--- src/rtl/wrb_pkg.sv ---
package wrb_pkg;

    typedef enum logic [3:0] {
        OP_NOP               = 4'd0,
        OP_WR_WIPER          = 4'd1,
        OP_WR_SLOT           = 4'd2,
        OP_SLOT_TO_WIPER     = 4'd3,
        OP_WIPER_TO_SLOT     = 4'd4,
        OP_ALL_SLOT_TO_WIPER = 4'd5,
        OP_ALL_WIPER_TO_SLOT = 4'd6,
        OP_STEP_UP           = 4'd7,
        OP_STEP_DOWN         = 4'd8
    } op_e;

    typedef enum logic [1:0] {
        ST_RECALL = 2'd0,
        ST_IDLE   = 2'd1,
        ST_BUSY   = 2'd2
    } state_e;

    typedef enum logic [1:0] {
        RD_WIPER  = 2'd0,
        RD_SLOT   = 2'd1,
        RD_STATUS = 2'd2,
        RD_NONE   = 2'd3
    } rdkind_e;

    // Per-channel action strobes produced by the controller.
    typedef struct packed {
        logic recall;
        logic wr_wiper;
        logic from_slot;
        logic step_up;
        logic step_dn;
        logic wr_slot;
        logic to_slot;
    } pot_act_t;

endpackage

--- src/rtl/wrb_ctrl.sv ---
module wrb_ctrl
    import wrb_pkg::*;
#(
    parameter int N_POTS       = 4,
    parameter int POT_AW       = 2,
    parameter int WRITE_CYCLES = 100000
) (
    input  logic                        clk,
    input  logic                        rst_n,
    input  logic                        cmd_valid,
    input  logic [3:0]                  cmd_op,
    input  logic [POT_AW-1:0]           cmd_pot,
    input  logic                        wp_n,
    output pot_act_t [N_POTS-1:0]       acts,
    output logic                        busy,
    output logic                        ready
);

    localparam int CNT_W = $clog2(WRITE_CYCLES + 1);
    localparam logic [CNT_W-1:0] CNT_LOAD = CNT_W'(WRITE_CYCLES - 1);

    state_e           state_q, state_d;
    logic [CNT_W-1:0] cnt_q, cnt_d;
    op_e              op;
    logic             store_cmd;

    assign op = op_e'(cmd_op);

    always_comb begin
        store_cmd = cmd_valid &&
                    (op == OP_WR_SLOT || op == OP_WIPER_TO_SLOT ||
                     op == OP_ALL_WIPER_TO_SLOT);
    end

    // State register
    always_ff @(posedge clk or negedge rst_n) begin
        if (!rst_n) begin
            state_q <= ST_RECALL;
            cnt_q   <= '0;
        end else begin
            state_q <= state_d;
            cnt_q   <= cnt_d;
        end
    end

    // Next state
    always_comb begin
        state_d = state_q;
        cnt_d   = cnt_q;
        unique case (state_q)
            ST_RECALL: state_d = ST_IDLE;
            ST_IDLE: begin
                if (store_cmd && wp_n) begin
                    state_d = ST_BUSY;
                    cnt_d   = CNT_LOAD;
                end
            end
            ST_BUSY: begin
                if (cnt_q == '0) state_d = ST_IDLE;
                else             cnt_d   = cnt_q - CNT_W'(1);
            end
            default: state_d = ST_RECALL;
        endcase
    end

    // Outputs
    always_comb begin
        logic take;
        logic store_ok;
        logic hit;
        busy     = (state_q == ST_BUSY);
        ready    = (state_q != ST_RECALL);
        take     = cmd_valid && ready;
        store_ok = (state_q == ST_IDLE) && wp_n;
        hit      = 1'b0;
        for (int p = 0; p < N_POTS; p++) begin
            acts[p]        = '0;
            acts[p].recall = (state_q == ST_RECALL);
            hit            = (cmd_pot == POT_AW'(p));
            if (take) begin
                unique case (op)
                    OP_WR_WIPER:          acts[p].wr_wiper  = hit;
                    OP_SLOT_TO_WIPER:     acts[p].from_slot = hit;
                    OP_ALL_SLOT_TO_WIPER: acts[p].from_slot = 1'b1;
                    OP_STEP_UP:           acts[p].step_up   = hit;
                    OP_STEP_DOWN:         acts[p].step_dn   = hit;
                    OP_WR_SLOT:           acts[p].wr_slot   = hit && store_ok;
                    OP_WIPER_TO_SLOT:     acts[p].to_slot   = hit && store_ok;
                    OP_ALL_WIPER_TO_SLOT: acts[p].to_slot   = store_ok;
                    default: ;
                endcase
            end
        end
    end

endmodule

--- src/rtl/wrb_pot.sv ---
module wrb_pot
    import wrb_pkg::*;
#(
    parameter int CODE_W  = 8,
    parameter int N_SLOTS = 4,
    parameter int SLOT_AW = 2
) (
    input  logic                        clk,
    input  logic                        rst_n,
    input  pot_act_t                    act,
    input  logic [SLOT_AW-1:0]          slot,
    input  logic [CODE_W-1:0]           wdata,
    output logic [CODE_W-1:0]           wiper,
    output logic [N_SLOTS*CODE_W-1:0]   slots
);

    localparam logic [CODE_W-1:0] CODE_MAX = '1;

    logic [CODE_W-1:0] wiper_q;
    logic [CODE_W-1:0] picked;

    assign picked = slots[slot*CODE_W +: CODE_W];

    // Wiper: recall has top priority, then direct load, copy, step.
    always_ff @(posedge clk or negedge rst_n) begin
        if (!rst_n) begin
            wiper_q <= '0;
        end else if (act.recall) begin
            wiper_q <= slots[CODE_W-1:0];
        end else if (act.wr_wiper) begin
            wiper_q <= wdata;
        end else if (act.from_slot) begin
            wiper_q <= picked;
        end else if (act.step_up && wiper_q != CODE_MAX) begin
            wiper_q <= wiper_q + CODE_W'(1);
        end else if (act.step_dn && wiper_q != '0) begin
            wiper_q <= wiper_q - CODE_W'(1);
        end
    end

    assign wiper = wiper_q;

    // Retained preset cells: no reset, so contents survive rst_n.
    for (genvar s = 0; s < N_SLOTS; s++) begin : g_cell
        logic [CODE_W-1:0] cell_q;
        always_ff @(posedge clk) begin
            if (act.wr_slot && slot == SLOT_AW'(s)) begin
                cell_q <= wdata;
            end else if (act.to_slot && slot == SLOT_AW'(s)) begin
                cell_q <= wiper_q;
            end
        end
        assign slots[s*CODE_W +: CODE_W] = cell_q;
    end

endmodule

--- src/rtl/wrb_rdmux.sv ---
module wrb_rdmux
    import wrb_pkg::*;
#(
    parameter int CODE_W  = 8,
    parameter int N_POTS  = 4,
    parameter int N_SLOTS = 4,
    parameter int POT_AW  = 2,
    parameter int SLOT_AW = 2
) (
    input  logic                                clk,
    input  logic                                rst_n,
    input  logic [1:0]                          rd_kind,
    input  logic [POT_AW-1:0]                   rd_pot,
    input  logic [SLOT_AW-1:0]                  rd_slot,
    input  logic [N_POTS*CODE_W-1:0]            wipers,
    input  logic [N_POTS*N_SLOTS*CODE_W-1:0]    bank,
    input  logic                                busy,
    output logic [CODE_W-1:0]                   rd_data
);

    logic [1:0]         kind_q;
    logic [POT_AW-1:0]  pot_q;
    logic [SLOT_AW-1:0] slot_q;

    always_ff @(posedge clk or negedge rst_n) begin
        if (!rst_n) begin
            kind_q <= '0;
            pot_q  <= '0;
            slot_q <= '0;
        end else begin
            kind_q <= rd_kind;
            pot_q  <= rd_pot;
            slot_q <= rd_slot;
        end
    end

    always_comb begin
        unique case (rdkind_e'(kind_q))
            RD_WIPER:  rd_data = wipers[pot_q*CODE_W +: CODE_W];
            RD_SLOT:   rd_data = bank[(pot_q*N_SLOTS + slot_q)*CODE_W +: CODE_W];
            RD_STATUS: rd_data = CODE_W'(busy);
            RD_NONE:   rd_data = '0;
            default:   rd_data = '0;
        endcase
    end

endmodule

--- src/rtl/quad_wiper_bank.sv ---
module quad_wiper_bank
    import wrb_pkg::*;
#(
    parameter int CODE_W       = 8,
    parameter int N_POTS       = 4,
    parameter int N_SLOTS      = 4,
    parameter int WRITE_CYCLES = 100000,
    parameter int POT_AW       = $clog2(N_POTS),
    parameter int SLOT_AW      = $clog2(N_SLOTS)
) (
    input  logic                        clk,
    input  logic                        rst_n,
    input  logic                        cmd_valid,
    input  logic [3:0]                  cmd_op,
    input  logic [POT_AW-1:0]           cmd_pot,
    input  logic [SLOT_AW-1:0]          cmd_slot,
    input  logic [CODE_W-1:0]           cmd_data,
    input  logic                        wp_n,
    input  logic [1:0]                  rd_kind,
    input  logic [POT_AW-1:0]           rd_pot,
    input  logic [SLOT_AW-1:0]          rd_slot,
    output logic [CODE_W-1:0]           rd_data,
    output logic                        busy,
    output logic [N_POTS*CODE_W-1:0]    wiper_codes
);

    localparam int BANK_W = N_POTS * N_SLOTS * CODE_W;

    pot_act_t [N_POTS-1:0] acts;
    logic                  ready;
    logic [BANK_W-1:0]     slot_bank;

    wrb_ctrl #(
        .N_POTS       (N_POTS),
        .POT_AW       (POT_AW),
        .WRITE_CYCLES (WRITE_CYCLES)
    ) u_ctrl (
        .clk       (clk),
        .rst_n     (rst_n),
        .cmd_valid (cmd_valid),
        .cmd_op    (cmd_op),
        .cmd_pot   (cmd_pot),
        .wp_n      (wp_n),
        .acts      (acts),
        .busy      (busy),
        .ready     (ready)
    );

    for (genvar p = 0; p < N_POTS; p++) begin : g_pot
        wrb_pot #(
            .CODE_W  (CODE_W),
            .N_SLOTS (N_SLOTS),
            .SLOT_AW (SLOT_AW)
        ) u_pot (
            .clk   (clk),
            .rst_n (rst_n),
            .act   (acts[p]),
            .slot  (cmd_slot),
            .wdata (cmd_data),
            .wiper (wiper_codes[p*CODE_W +: CODE_W]),
            .slots (slot_bank[p*N_SLOTS*CODE_W +: N_SLOTS*CODE_W])
        );
    end

    wrb_rdmux #(
        .CODE_W  (CODE_W),
        .N_POTS  (N_POTS),
        .N_SLOTS (N_SLOTS),
        .POT_AW  (POT_AW),
        .SLOT_AW (SLOT_AW)
    ) u_rdmux (
        .clk     (clk),
        .rst_n   (rst_n),
        .rd_kind (rd_kind),
        .rd_pot  (rd_pot),
        .rd_slot (rd_slot),
        .wipers  (wiper_codes),
        .bank    (slot_bank),
        .busy    (busy),
        .rd_data (rd_data)
    );

endmodule

--- config.mk ---
export PLATFORM = sky130hd
export DESIGN_NAME = quad_wiper_bank
export DESIGN_NICKNAME = d
export VERILOG_FILES = /design/src/rtl/wrb_pkg.sv /design/src/rtl/wrb_ctrl.sv /design/src/rtl/wrb_pot.sv /design/src/rtl/wrb_rdmux.sv /design/src/rtl/quad_wiper_bank.sv
export SDC_FILE = /design/constraint.sdc
export NUM_CORES = 1
export LEC_CHECK = 0
export ABC_AREA = 1
export BUFFER_PORTS_ARGS = -buffer_cell sky130_fd_sc_hd__buf_2
export CAP_MARGIN = 20
export CORE_MARGIN = 2
export CORE_UTILIZATION = 35
export CTS_CLUSTER_SIZE = 30
export DETAILED_ROUTE_END_ITERATION = 7
export PLACE_DENSITY_LB_ADDON = 0.1
export SYNTH_ARGS = -nofsm -noshare
export SYNTH_HDL_FRONTEND = slang
export SYNTH_SLANG_ARGS = --single-unit
--- constraint.sdc ---
create_clock -name clk -period 3.6 [get_ports clk]
set_input_delay 0.54 -clock clk [delete_from_list [all_inputs] [get_ports clk]]
set_output_delay 0.54 -clock clk [all_outputs]
set_load 0.1 [all_outputs]
==> out/results.md <==
| Result | Value | Unit |
|:---|:---|:---|
| Post-CTS setup repair buffer count | 0 | - |
| Number of buffers between clock root and the deepest sink | 2 | - |
| Combinational Power Share | 0.568 | - |
| Fraction of power spent switching nets | 0.514 | - |
| Seq pwr share | 0.265 | - |
| Post-synthesis net count | 1884 | - |
| Cell occurring most often along the worst timing path | sky130_fd_sc_hd__nand2_1 | - |
| Crit path launch type | flop | - |
| Master cell of the clock root buffer | sky130_fd_sc_hd__clkbuf_16 | - |
| Total number of vias | 12.8k | - |
| Gate count of the mapped netlist | 1822 | - |
| Number of buffers added on ports | 66 | - |
| Count of distinct cell types in the synthesized netlist | 45 | - |
| Number of global-route vias before repair | 12.1k | - |
| Number of cell rows | 70 | - |
| Type of the most critical hold path | input port to flop | - |
| DRC violation total after the first TritonRoute iteration | 1425 | - |
| Hold_ws | 0.187 | ns |
| Height of the die | 197 | um |
| FMAX | 288 | MHz |
| Post-synthesis cell area | 13000 | sq um |
| Arrival time at the worst endpoint | 2.93 | ns |
| Synthesis warning total | 0 | - |
| Largest net degree at the start of global routing | 58 | - |
| Filler cell count | 3879 | - |
| Worst Setup Slack post-DPL | 0.338 | ns |
| Required @ worst endpoint | 3.06 | ns |
| Post-synth EDFFs | 128 | - |
| Clock Skew | 0.00886 | ns |
| Post-route setup slack | 0.126 | ns |
| Count of buffering cells on the critical path with inverters included | 2 | - |
| Most common flop cell mapped by yosys | sky130_fd_sc_hd__edfxtp_1 | - |
| Slowest stage cell, crit path | sky130_fd_sc_hd__dfrtp_2 | - |
| Cts repair resizes | 0 | - |
| Sequence of cells on the critical path | buf_4, o21ai_0, o221ai_1, o211ai_1, nand2_1, nand2_1, o21ai_1, buf_12 | - |
| Max-cap violations | 0 | - |
| CP endpoint kind | output pin | - |
| Max-Slew Margin vs Limit | 0.294 | - |
| Number of antenna-violating nets in the routed design | 0 | - |
| Mean instance size in the synthesized netlist | 7.13 | sq um |
| Net Switching | 6000 | uW |
| Setup TNS | 0 | ns |
| Final count of hold timing violations | 0 | - |
| Number of antenna violations at the first check in global routing | 0 | - |
| Part of the total power dissipated in the clock network | 0.167 | - |
| Final Max Tran Viols | 0 | - |
| Seq cells post-synth | 185 | - |
| Share of async-settable or async-resettable flops after synthesis | 0.308 | - |
| Die W | 197 | um |
| Wire length of the first global-routing pass | 74.2 | mm |
| Fin crit share | 0.965 | - |
| Detailed placement HPWL | 34.3 | mm |
| Drt drc | 0 | - |
| Crit path max-delay family | compound AO/OA/AOI/OAI gates | - |
| Post-detailed-routing wire length | 48.7 | mm |
| Final estimated routing congestion in global placement | 0.924 | - |
| Largest fanout on the critical path | 33 | - |
| I/O pins | 67 | - |
| Total Power | 11700 | uW |
| Setup repair after global routing missed its margin | false | - |
| Clock latency reported for the late side of the worst-skew pair | 0.45 | ns |
| CTS HTree Levels | 4 | - |
| Starting density of the core | 0.355 | - |
| Cell internal power dissipation | 5670 | uW |
| Overflow after GRT | 0 | - |
| Net count reported at finish | 1927 | - |
| Overall die area | 38700 | sq um |
| Fin crit period | 3.47 | ns |
| Quantity of hold-fixing buffers added after cts | 0 | - |
| Standby leakage power | 0.00645 | uW |
| Global-route usage over all layers | 0.256 | - |
| Sinks on Clock Net | 185 | - |
| Avg WL per Cell | 20.8 | um |
| Synth-to-layout area growth | 13.0 | % |
| Slew @ Worst Pin | 1.06 | ns |
| Result of the run | completed | - |
| ANT cells | 0 | - |
| Area of the placeable core | 36600 | sq um |
| Ratio of cells with drive above 1 in the final layout | 0.105 | - |
| Pwr/cell area | 795 | nW/um^2 |
| Worst Setup Path Type | flop to output pin | - |
| Pre-antenna DRT Iters | 6 | - |
| Sequential element share of the synthesized area | 0.406 | - |
| Vias per std cell | 5.46 | - |
| Worst ir drop on vdd | 0.000540 | V |
| # setup viols final | 0 | - |
| Num CTS Buffers | 17 | - |
| Clock tree from TritonCTS | built | - |
| Largest stage delay, worst path | 0.76 | ns |
| Clock transition at the registers of the reported paths | 0.08 | ns |
==> synthesized netlist by cell type, types with 4 or more instances <==
cell | instances | share of area
sky130_fd_sc_hd__inv_2 | 7 | 0.0020
sky130_fd_sc_hd__o211ai_1 | 21 | 0.012
sky130_fd_sc_hd__nor3_1 | 8 | 0.0031
sky130_fd_sc_hd__nor2_1 | 162 | 0.047
sky130_fd_sc_hd__a22oi_1 | 11 | 0.0064
sky130_fd_sc_hd__o31ai_1 | 8 | 0.0046
sky130_fd_sc_hd__ha_1 | 32 | 0.031
sky130_fd_sc_hd__dfrtp_1 | 57 | 0.11
sky130_fd_sc_hd__o2111ai_1 | 5 | 0.0034
sky130_fd_sc_hd__edfxtp_1 | 128 | 0.30
sky130_fd_sc_hd__nand3_2 | 4 | 0.0031
sky130_fd_sc_hd__nand2_1 | 532 | 0.15
sky130_fd_sc_hd__clkbuf_1 | 77 | 0.022
sky130_fd_sc_hd__a21o_1 | 5 | 0.0029
sky130_fd_sc_hd__o21ai_0 | 294 | 0.11
sky130_fd_sc_hd__buf_2 | 26 | 0.010
sky130_fd_sc_hd__inv_1 | 141 | 0.041
sky130_fd_sc_hd__fa_1 | 4 | 0.0062
sky130_fd_sc_hd__o221ai_1 | 4 | 0.0027
sky130_fd_sc_hd__a21oi_1 | 106 | 0.041
sky130_fd_sc_hd__nand3_1 | 97 | 0.037
sky130_fd_sc_hd__xnor2_1 | 13 | 0.0088
sky130_fd_sc_hd__o22ai_1 | 8 | 0.0039
sky130_fd_sc_hd__nand4_1 | 22 | 0.011
sky130_fd_sc_hd__xor2_1 | 9 | 0.0061
==> cell families after synthesis <==
| group | count (synthesis) | share of synthesized area |
|---|---|---|
| xor+xnor | 22 | 0.0148 |
| flops | 185 | 0.406 |
| fa+ha+maj | 36 | 0.0370 |
| simple gates | 847 | 0.267 |
| compound gates | 471 | 0.195 |
| buf+inv | 261 | 0.0806 |
==> cell usage in the layout, fill, tap and decap left out, types with 18 or more instances in the layout <==
| cell type | netlist | routed |
|---|---|---|
| sky130_fd_sc_hd__nor2_1 | 162 | 161 |
| sky130_fd_sc_hd__buf_4 | 3 | 67 |
| sky130_fd_sc_hd__ha_1 | 32 | 32 |
| sky130_fd_sc_hd__clkbuf_16 | 0 | 18 |
| sky130_fd_sc_hd__inv_1 | 141 | 140 |
| sky130_fd_sc_hd__buf_2 | 26 | 58 |
| sky130_fd_sc_hd__nand4_1 | 22 | 22 |
| sky130_fd_sc_hd__edfxtp_1 | 128 | 128 |
| sky130_fd_sc_hd__nand2_1 | 532 | 532 |
| sky130_fd_sc_hd__o21ai_0 | 294 | 287 |
| sky130_fd_sc_hd__o211ai_1 | 21 | 21 |
| sky130_fd_sc_hd__a21oi_1 | 106 | 106 |
| sky130_fd_sc_hd__dfrtp_1 | 57 | 56 |
| sky130_fd_sc_hd__nand3_1 | 97 | 96 |
==> metal layers <==
layer,GRT usage,wire (um)
met2,0.391,21100
met3,0.0486,4480
met5,0,0
met4,0.0660,975
met1,0.373,22100
==> power by group through the flow <==
stage / Sequential (uW) / Clock [uW] / Combinational, uW
floorplan: 4370 / 0 / 3670
global route: 3140 / 2050 / 7380
detailed placement: 3140 / 0 / 6590
finish: 3100 / 1950 / 6620
CTS: 3100 / 1980 / 6610
global placement: 3150 / 0 / 6540
==> per-stage QoR <==
step                      instances  cell area, sq um  utilization
final                          2346             14700        0.401
after global routing           2346             14700        0.401
after CTS                      2345             14600        0.400
after detailed placement       2313             14100        0.384
after global placement         2313             14100        0.384
after floorplan                1822             13000            -
==> sequential cells by signal (all words and copies together), names as in the netlist <==
| signal | cells |
|---|---|
| u_rdmux.slot_q | 2 |
| u_ctrl.cnt_q | 17 |
| g_pot.u_pot.g_cell.cell_q | 128 |
| g_pot.u_pot.wiper | 32 |
| u_rdmux.kind_q | 2 |
| u_ctrl.state_q | 2 |
| u_rdmux.pot_q | 2 |
==> worst paths after layout <==
| check | start | end | slack [ns] | depth (start not counted) |
|---|---|---|---|---|
| setup / recovery | u_rdmux.slot_q[0]$_DFF_PN0_ | rd_data[4] | 0.13 | 8 |
| hold / removal | rd_kind[0] | u_rdmux.kind_q[0]$_DFF_PN0_ | 0.19 | 1 |
| setup reg to reg | u_ctrl.state_q[0]$_DFFE_PN0P_ | g_pot[0].u_pot.wiper[5]$_DFFE_PN0P_ | 0.38 | 18 |
| hold reg to reg | u_ctrl.state_q[1]$_DFFE_PN0P_ | u_ctrl.state_q[1]$_DFFE_PN0P_ | 0.53 | 2 |
| max in group asynchronous | rst_n | g_pot[2].u_pot.wiper[7]$_DFFE_PN0P_ | 2.73 | 2 |
| min in group asynchronous | rst_n | g_pot[3].u_pot.wiper[6]$_DFFE_PN0P_ | 0.22 | 2 |
==> area by class of cell <==
cell class / count / area, sq um / share of cell area
well taps: 468 / 586 / 0.0399
multi-input cells: 1376 / 6690 / 0.455
repair buffers: 135 / 992 / 0.0676
inverters: 150 / 563 / 0.0383
clock buffers: 18 / 450 / 0.0307
clock inverters: 14 / 134 / 0.00912
flip-flops and latches: 185 / 5270 / 0.359
(Power assumes the default switching activity.)
